$ cat src/rtl/irq_router_pkg.sv
package irq_router_pkg;

  typedef logic [63:0] entry_t;

  // Register offsets of the indirect pair
  localparam logic [7:0] OFS_SEL = 8'h00;
  localparam logic [7:0] OFS_WIN = 8'h10;

  // Select values
  localparam logic [7:0] SEL_ID       = 8'h00;
  localparam logic [7:0] SEL_VER      = 8'h01;
  localparam logic [7:0] SEL_TBL_BASE = 8'h10;

  localparam logic [7:0] VERSION_CODE = 8'h11;

  // Entry field positions
  localparam int unsigned F_VEC   = 0;
  localparam int unsigned F_DLV   = 8;
  localparam int unsigned F_DSTM  = 11;
  localparam int unsigned F_POL   = 13;
  localparam int unsigned F_TRIG  = 15;
  localparam int unsigned F_MASK  = 16;
  localparam int unsigned F_DEST  = 56;

  localparam entry_t ENTRY_RST = entry_t'(1) << F_MASK;

endpackage

$ cat src/rtl/irq_rst_sync.sv
module irq_rst_sync (
  input  logic clk,
  input  logic arst_n,
  output logic rst_n_o
);
  logic [1:0] sync_q;

  always_ff @(posedge clk or negedge arst_n) begin
    if (!arst_n) sync_q <= 2'b00;
    else         sync_q <= {sync_q[0], 1'b1};
  end

  assign rst_n_o = sync_q[1];
endmodule

$ cat src/rtl/irq_regfile.sv
module irq_regfile
  import irq_router_pkg::*;
#(
  parameter int unsigned NUM_PINS = 24
) (
  input  logic                    clk,
  input  logic                    rst_n,
  input  logic                    bus_wr,
  input  logic [7:0]              bus_addr,
  input  logic [31:0]             bus_wdata,
  output logic [31:0]             bus_rdata,
  output entry_t [NUM_PINS-1:0]   ent_q,
  output logic                    rescan_o
);
  logic [7:0]            sel_q, sel_d;
  logic [7:0]            id_q, id_d;
  entry_t [NUM_PINS-1:0] ent_d;
  logic                  ent_wr;
  logic                  rescan_q;

  logic [7:0] tbl_off;
  logic [6:0] tbl_idx;
  logic       tbl_hit;
  logic       tbl_hi;

  assign tbl_off = sel_q - SEL_TBL_BASE;
  assign tbl_idx = tbl_off[7:1];
  assign tbl_hi  = tbl_off[0];
  assign tbl_hit = (sel_q >= SEL_TBL_BASE) && (32'(tbl_idx) < NUM_PINS);

  // next state
  always_comb begin
    sel_d  = sel_q;
    id_d   = id_q;
    ent_d  = ent_q;
    ent_wr = 1'b0;
    if (bus_wr && bus_addr == OFS_SEL) sel_d = bus_wdata[7:0];
    if (bus_wr && bus_addr == OFS_WIN) begin
      if (sel_q == SEL_ID) begin
        id_d = bus_wdata[31:24];
      end else if (tbl_hit) begin
        ent_wr = 1'b1;
        for (int n = 0; n < NUM_PINS; n++) begin
          if (tbl_idx == 7'(n)) begin
            if (tbl_hi) ent_d[n][63:32] = bus_wdata;
            else        ent_d[n][31:0]  = bus_wdata;
          end
        end
      end
    end
  end

  // registers
  always_ff @(posedge clk or negedge rst_n) begin
    if (!rst_n) begin
      sel_q    <= '0;
      id_q     <= '0;
      rescan_q <= 1'b0;
      for (int n = 0; n < NUM_PINS; n++) ent_q[n] <= ENTRY_RST;
    end else begin
      rescan_q <= ent_wr;
      if (bus_wr) begin
        sel_q <= sel_d;
        id_q  <= id_d;
      end
      if (ent_wr) ent_q <= ent_d;
    end
  end

  assign rescan_o = rescan_q;

  // read path
  always_comb begin
    bus_rdata = '0;
    if (bus_addr == OFS_SEL) begin
      bus_rdata = {24'h0, sel_q};
    end else if (bus_addr == OFS_WIN) begin
      if (sel_q == SEL_ID) begin
        bus_rdata = {id_q, 24'h0};
      end else if (sel_q == SEL_VER) begin
        bus_rdata = {8'h0, 8'(NUM_PINS - 1), 8'h0, VERSION_CODE};
      end else if (tbl_hit) begin
        for (int n = 0; n < NUM_PINS; n++) begin
          if (tbl_idx == 7'(n)) bus_rdata = tbl_hi ? ent_q[n][63:32] : ent_q[n][31:0];
        end
      end
    end
  end
endmodule

$ cat src/rtl/irq_pending.sv
module irq_pending #(
  parameter int unsigned NUM_PINS = 24
) (
  input  logic                clk,
  input  logic                rst_n,
  input  logic [NUM_PINS-1:0] irq_pin,
  input  logic [NUM_PINS-1:0] level_mode,
  input  logic [NUM_PINS-1:0] mask,
  input  logic                rescan,
  input  logic [NUM_PINS-1:0] take_vec,
  output logic [NUM_PINS-1:0] pend_q,
  output logic [NUM_PINS-1:0] todo_q
);
  logic [NUM_PINS-1:0] pin_q;
  logic [NUM_PINS-1:0] rise;
  logic [NUM_PINS-1:0] pend_d;
  logic [NUM_PINS-1:0] todo_d;

  for (genvar g = 0; g < NUM_PINS; g++) begin : g_pin
    assign rise[g]   = irq_pin[g] & ~pin_q[g];
    assign pend_d[g] = level_mode[g] ? irq_pin[g]
                                     : ((pend_q[g] & ~take_vec[g]) | rise[g]);
    assign todo_d[g] = ((todo_q[g] & ~take_vec[g]) | rise[g] | rescan)
                       & pend_d[g] & ~mask[g];
  end

  always_ff @(posedge clk or negedge rst_n) begin
    if (!rst_n) begin
      pin_q  <= '0;
      pend_q <= '0;
      todo_q <= '0;
    end else begin
      pin_q  <= irq_pin;
      pend_q <= pend_d;
      todo_q <= todo_d;
    end
  end
endmodule

$ cat src/rtl/irq_pick.sv
module irq_pick #(
  parameter int unsigned NUM_PINS = 24,
  localparam int unsigned IDX_W   = $clog2(NUM_PINS)
) (
  input  logic [NUM_PINS-1:0] req,
  output logic                any,
  output logic [NUM_PINS-1:0] onehot,
  output logic [IDX_W-1:0]    idx
);
  always_comb begin
    onehot = '0;
    idx    = '0;
    for (int n = NUM_PINS - 1; n >= 0; n--) begin
      if (req[n]) begin
        onehot    = '0;
        onehot[n] = 1'b1;
        idx       = IDX_W'(n);
      end
    end
  end

  assign any = |req;
endmodule

$ cat src/rtl/irq_router.sv
module irq_router
  import irq_router_pkg::*;
#(
  parameter int unsigned NUM_PINS = 24,
  localparam int unsigned IDX_W   = $clog2(NUM_PINS)
) (
  input  logic                clk,
  input  logic                rst_n,
  input  logic                reg_wr,
  input  logic [7:0]          reg_addr,
  input  logic [31:0]         reg_wdata,
  output logic [31:0]         reg_rdata,
  input  logic [NUM_PINS-1:0] irq_pin,
  output logic                msg_valid,
  input  logic                msg_ready,
  output logic [IDX_W-1:0]    msg_pin,
  output logic [7:0]          msg_vector,
  output logic [2:0]          msg_dlv_mode,
  output logic                msg_dst_mode,
  output logic                msg_polarity,
  output logic                msg_trigger,
  output logic [7:0]          msg_dest
);
  logic                  rst_sync_n;
  entry_t [NUM_PINS-1:0] ent_w;
  logic                  rescan_w;
  logic [NUM_PINS-1:0]   mask_w, level_w, pend_w, todo_w, req_w;
  logic [NUM_PINS-1:0]   pick_oh, take_vec;
  logic [IDX_W-1:0]      pick_idx;
  logic                  pick_any;
  entry_t                cur;

  irq_rst_sync u_rst (
    .clk     (clk),
    .arst_n  (rst_n),
    .rst_n_o (rst_sync_n)
  );

  irq_regfile #(.NUM_PINS(NUM_PINS)) u_regs (
    .clk       (clk),
    .rst_n     (rst_sync_n),
    .bus_wr    (reg_wr),
    .bus_addr  (reg_addr),
    .bus_wdata (reg_wdata),
    .bus_rdata (reg_rdata),
    .ent_q     (ent_w),
    .rescan_o  (rescan_w)
  );

  for (genvar g = 0; g < NUM_PINS; g++) begin : g_fld
    assign mask_w[g]  = ent_w[g][F_MASK];
    assign level_w[g] = ent_w[g][F_TRIG];
  end

  irq_pending #(.NUM_PINS(NUM_PINS)) u_pend (
    .clk        (clk),
    .rst_n      (rst_sync_n),
    .irq_pin    (irq_pin),
    .level_mode (level_w),
    .mask       (mask_w),
    .rescan     (rescan_w),
    .take_vec   (take_vec),
    .pend_q     (pend_w),
    .todo_q     (todo_w)
  );

  assign req_w = todo_w & pend_w & ~mask_w;

  irq_pick #(.NUM_PINS(NUM_PINS)) u_pick (
    .req    (req_w),
    .any    (pick_any),
    .onehot (pick_oh),
    .idx    (pick_idx)
  );

  assign take_vec = pick_oh & {NUM_PINS{msg_ready}};

  always_comb begin
    cur = '0;
    for (int n = 0; n < NUM_PINS; n++) begin
      if (pick_oh[n]) cur = ent_w[n];
    end
  end

  assign msg_valid    = pick_any;
  assign msg_pin      = pick_idx;
  assign msg_vector   = cur[F_VEC +: 8];
  assign msg_dlv_mode = cur[F_DLV +: 3];
  assign msg_dst_mode = cur[F_DSTM];
  assign msg_polarity = cur[F_POL];
  assign msg_trigger  = cur[F_TRIG];
  assign msg_dest     = cur[F_DEST +: 8];
endmodule

$ cat config.mk
export PLATFORM = sky130hd
export DESIGN_NAME = irq_router
export DESIGN_NICKNAME = d
export VERILOG_FILES = /design/src/rtl/irq_router_pkg.sv /design/src/rtl/irq_rst_sync.sv /design/src/rtl/irq_regfile.sv /design/src/rtl/irq_pending.sv /design/src/rtl/irq_pick.sv /design/src/rtl/irq_router.sv
export SDC_FILE = /design/constraint.sdc
export NUM_CORES = 2
export LEC_CHECK = 0
export BUFFER_PORTS_ARGS = -buffer_cell sky130_fd_sc_hd__buf_2
export CELL_PAD_IN_SITES_DETAIL_PLACEMENT = 0
export CELL_PAD_IN_SITES_GLOBAL_PLACEMENT = 2
export CORE_ASPECT_RATIO = 1.4
export CORE_MARGIN = 2
export CORE_UTILIZATION = 48
export CTS_CLUSTER_DIAMETER = 50
export CTS_CLUSTER_SIZE = 40
export DETAILED_ROUTE_END_ITERATION = 8
export PLACE_DENSITY = 0.95
export SLEW_MARGIN = 20
export SYNTH_ARGS = -nofsm -noshare
export SYNTH_HDL_FRONTEND = slang
export SYNTH_SLANG_ARGS = --single-unit
$ cat constraint.sdc
create_clock -name clk -period 107.2 [get_ports clk]
set_clock_uncertainty 0.2 [all_clocks]
set_input_delay 16.08 -clock clk [delete_from_list [all_inputs] [get_ports clk]]
set_output_delay 16.08 -clock clk [all_outputs]
set_load 0.02 [all_outputs]
Yosys cells after proc, flatten, opt, wreduce, memory -nomap -nowiden
Cells that the tools add are included.
- bits in registers: 1627
- output and inout bits: 60
- input port bits: 68
- equal/unequal tests: 25
- add/sub/neg operators: 1
- bitwise operators: 270
- mux-type cells: 152
- reduce and logical (&&, ||, !) cells: 57
- $lt $le $gt $ge: 2
- operators with widths (cell ; number):
    $mux W32 ; 53
    $mux W64 ; 24
    $mux W24 ; 24
    $reduce_and A6 Y1 ; 48
    $and A1 B1 Y1 ; 120
    $mux W5 ; 24
    $not A1 Y1 ; 74
    $and A24 B24 Y24 ; 3
    $or A1 B1 Y1 ; 72
    $eq A7 B4 Y1 const B ; 8
    $eq A7 B5 Y1 const B ; 8
    $eq A7 B3 Y1 const B ; 4
    $mux W1 ; 27
    $not A24 Y24 ; 1
    $reduce_or A24 Y1 ; 1
    $logic_not A8 Y1 ; 2
    $eq A7 B2 Y1 const B ; 2
    $eq A8 B1 Y1 const B ; 1
    $eq A8 B5 Y1 const B ; 1
    $ge A8 B5 Y1 const B ; 1
    $sub A8 B5 Y8 const B ; 1
    $eq A7 B1 Y1 const B ; 1
    $logic_not A7 Y1 ; 1
    $lt A7 B5 Y1 const B ; 1
    other kinds (3) ; 5

Logic depth before layout (Yosys ltp)
- depth after elaboration: 50
- mapped depth: 14
- mapped depth without buffers: 10

By module
A second synthesis with hierarchy kept.
- cell total of the unflattened synthesis: 6709
- area total of the unflattened synthesis: 81785.9 sq um
- modules (own cells, without submodules) (module ; area an instance (sq um) ; cells each ; instances):
    irq_regfile ; 73639.4 ; 5630 ; 1
    irq_router ; 4496.8 ; 728 ; 1
    irq_pending ; 3045.4 ; 265 ; 1
    irq_pick ; 550.5 ; 83 ; 1
    irq_rst_sync ; 53.8 ; 3 ; 1

Worst setup path before layout
OpenSTA, ideal clock, no wires.
- path kind: input port to output port
- from: input port reg_addr[2]
- to: output port reg_rdata[10]
- path buffers: 3
- path slack: 72.485 ns
- data arrival time: 18.435 ns
- stages on the path: 8
- cells stage by stage: or4_1 nor4_2 and2_1 clkbuf_1 nand2_1 clkbuf_1 clkbuf_1 a221oi_1
- longest elaborated chain between the ends: 3
- elaborated cells between the ends (all ways): 4
- ends and longest elaborated chain (element ; RTL line ; text):
    start, declared ; irq_router.sv:10 ; input logic [7:0] reg_addr,
    $eq A8 B5 Y1 ; irq_regfile.sv:77 ; end else if (bus_addr == OFS_WIN) begin
    $mux W32 ; irq_regfile.sv:77 ;
    $mux W32 * ; irq_regfile.sv:75 ; if (bus_addr == OFS_SEL) begin
    end, declared ; irq_router.sv:12 ; output logic [31:0] reg_rdata,
Mark *: on every way between the ends. The rest lies on a longest branch, timed or not.

Worst setup path in the final report
- from: input port reg_addr[2]
- to: output port reg_rdata[21]
The elaborated chain is that of the path after synthesis.

==> results.md <==
- Status: completed
- Area leader, netlist: dfrtp_1
- Share of cells above drive strength 1: 33.9%
- Yosys warns: 0
- # port buffers: 127
- Reg clk slew, reported paths: 0.07 ns
- Total CTS buffers: 137
- Die Footprint: 171000 sq um
- Worst-skew pair later-pin latency: 0.85 ns
- Critical Path RT: 90.92 ns
- CTS sink count: 1627
- Top cells by area, synth: dfrtp_1 (50%), mux2_2 (20%), mux2i_1 (6.8%)
- CTS tree: done
- Post-synth EDFFs: 0
- Multi-input logic area: 37000 sq um
- CP Max Fanout: 24
- Hold WC Path Type: reg2async
- TNS Setup: 0 ns
- Total iterations of the first detailed-routing run: 8
- Final min period: 35.88 ns
- Commonest non-fill, non-tap cell in the layout: dfrtp_1
- Startpoint Class: input pin
- DRT Wirelength: 301000 um
- Ports: 128
- Hold-fix buffers, CTS: 0
- Ys flop type: dfrtp_1
- Vias in the first global route: 59500
- Tot Pwr: 1.33 mW
- Slew Viols, Final: 0
- DRT iter0 DRCs: 6882
- Reg area: 40800 sq um
- Syn Nets: 6489
- FFs w/ async S/R, synth: 100%
- Crit share post-route: 33.5%
- Hold Fails Final Rpt: 0
- Post-cts resize count: 0
- Num rows: 177
- Vias: 59300
- Initial antenna violation count: 33
- Post-Syn Instances: 6419
- Post-DP HPWL: 197000 um
- Routed Antenna Nets: 0
- Syn Area/Cell: 12.5 sq um
- H-tree depth: 4
- Most frequent cells in the layout: dfrtp_1 (1598), mux2_2 (1401), mux2i_1 (547)
- Highest clock rate: 0.0279 GHz
- Routability congestion estimate: 0.991
- Starting Density: 48.3%
- Clock root cell: clkbuf_16
- Post-synth top area share: 49.9%
- Routed len/inst: 34.8 um
- Avg Vias per Cell: 6.85
- Number of remaining DRC errors: 0
- Setup bufs post-CTS: 0
- Crit. End Element: output port
- Critical path class: in2out
- Global-route wire length before repair: 432000 um
- Max cap viols: 0
- Nets: 6367
- Post-synth cell types: 85
- RSZ-0062 raised after global routing: false
- Total core area: 166000 sq um
- Worst path bufs/invs: 3
- Slew margin rel.: 14.6%
- Area grow syn2layout: 9.42%
- Fill cells: 14300
- Final setup violation count: 0
- Critical path cell sequence: buf_2 -> or4_1 -> nor4_2 -> and2_1 -> nand2_1 -> buf_4 -> a21oi_1 -> nand2_1 -> a2111oi_0 -> a221o_1 -> buf_2
- Cell family with most CP delay: simple AND/OR/NAND/NOR gates
- Synthesized flop and latch total: 1627
- Overall routing resource usage: 35.2%
- Clock tree buffer depth: 3
- Mapped cell area: 80400 sq um
- CP max stage cell: and2_1
- Leak pwr: 41.1 nW
- CP max stage delay: 0.57 ns
- Total grt overflow: 0
- Tightest Pin Transition: 1.28 ns
- Pwr Density: 15.2 nW/um^2
- Sequential share of the synthesized area: 50.7%
- Chip Width: 350 um
- Max VDD drop: 19.1 uV
- Critical path arrival: 19.60 ns
- Layout Utilization: 52.9%
- Die H: 488 um
- Largest net degree at the start of global routing: 180
-- state kept, by name, summed over array words and instances, names as in the netlist --
register,cells
u_rst.sync_q,2
u_regs.ent_q,1536
u_pend.todo_q,24
u_pend.pin_q,24
u_pend.pend_q,24
u_regs.sel_q,8
u_regs.id_q,8
u_regs.rescan_o,1
-- layout make-up --
| cell class | instances | share of cell area, % |
|---|---|---|
| antenna | 11 | 0.0313 |
| clock buffer | 158 | 4.15 |
| clock inverter | 94 | 1.36 |
| inverter | 55 | 0.235 |
| multi-input combinational | 4135 | 42.1 |
| sequential | 1627 | 46.3 |
| tap | 2237 | 3.18 |
| timing repair buffer | 341 | 2.66 |
-- worst paths after layout --
kind	startpoint	to	slack [ns]	cells after the start
setup / recovery	reg_addr[2]	reg_rdata[21]	71.32	11
hold / removal	u_rst.sync_q[1]	u_regs.ent_q[1225]	0.15	0
setup reg to reg	u_regs.sel_q[4]	u_regs.ent_q[1064]	101.98	11
hold reg to reg	u_rst.sync_q[1]	u_regs.ent_q[1225]	0.15	0
max in group asynchronous	rst_n	u_rst.sync_q[1]	91.89	1
min in group clk	u_rst.sync_q[0]	u_rst.sync_q[1]	0.16	0
-- kinds of logic (layout without fill, tap and decap cells) --
kind of cell	Yosys count	in the layout	synth area share, %
AO/OA/AOI/OAI	1148	1148	9.66
XOR/XNOR	3	3	0.0327
adder cells (fa/ha/maj)	2	2	0.0311
buffers and inverters	657	648	3.70
flip-flops	1627	1627	50.7
multiplexers	2248	2248	31.2
other	1	12	0.00466
AND/OR/NAND/NOR	733	733	4.67
-- cells in the mapped netlist, types with 67 or more instances --
library cell     n
a211oi_1        67
a21oi_1        233
a221oi_1        72
buf_2          183
clkbuf_1       320
dfrtp_1       1603
mux2_1         259
mux2_2        1401
mux2i_1        547
nand2_1        208
nor2_1         178
o21ai_0        219
o22ai_1        171
-- stage by stage --
stage	area [sq um]	setup slack [ns]	cells	hold WS [ns]
floorplan	80400	58.33	6419	0.131
global route	87900	71.25	8649	0.175
global placement	83000	71.62	8393	0.139
detailed placement	83000	71.56	8393	0.147
CTS	87900	71.56	8645	0.164
finish	88000	71.32	8658	0.154
-- power by group --
part | total [mW] | switching, mW | leakage [nW] | internal (mW)
combinational | 0.164 | 0.129 | 16.4 | 0.0353
sequential | 0.621 | 0.00385 | 22.4 | 0.617
clock | 0.549 | 0.262 | 2.34 | 0.287
total | 1.33 | 0.395 | 41.1 | 0.939
-- per-layer routing --
| layer | GRT usage, % | share of wire [%] | up-vias |
|---|---|---|---|
| met5 | 0 | 0.063 | - |
| met4 | 26.0 | 8.6 | 26 |
| met3 | 9.22 | 9.9 | 1075 |
| met2 | 53.5 | 45 | 3354 |
| met1 | 43.1 | 37 | 31100 |
| li1 | - | - | 23800 |
Power figures use the tool's default switching activity.
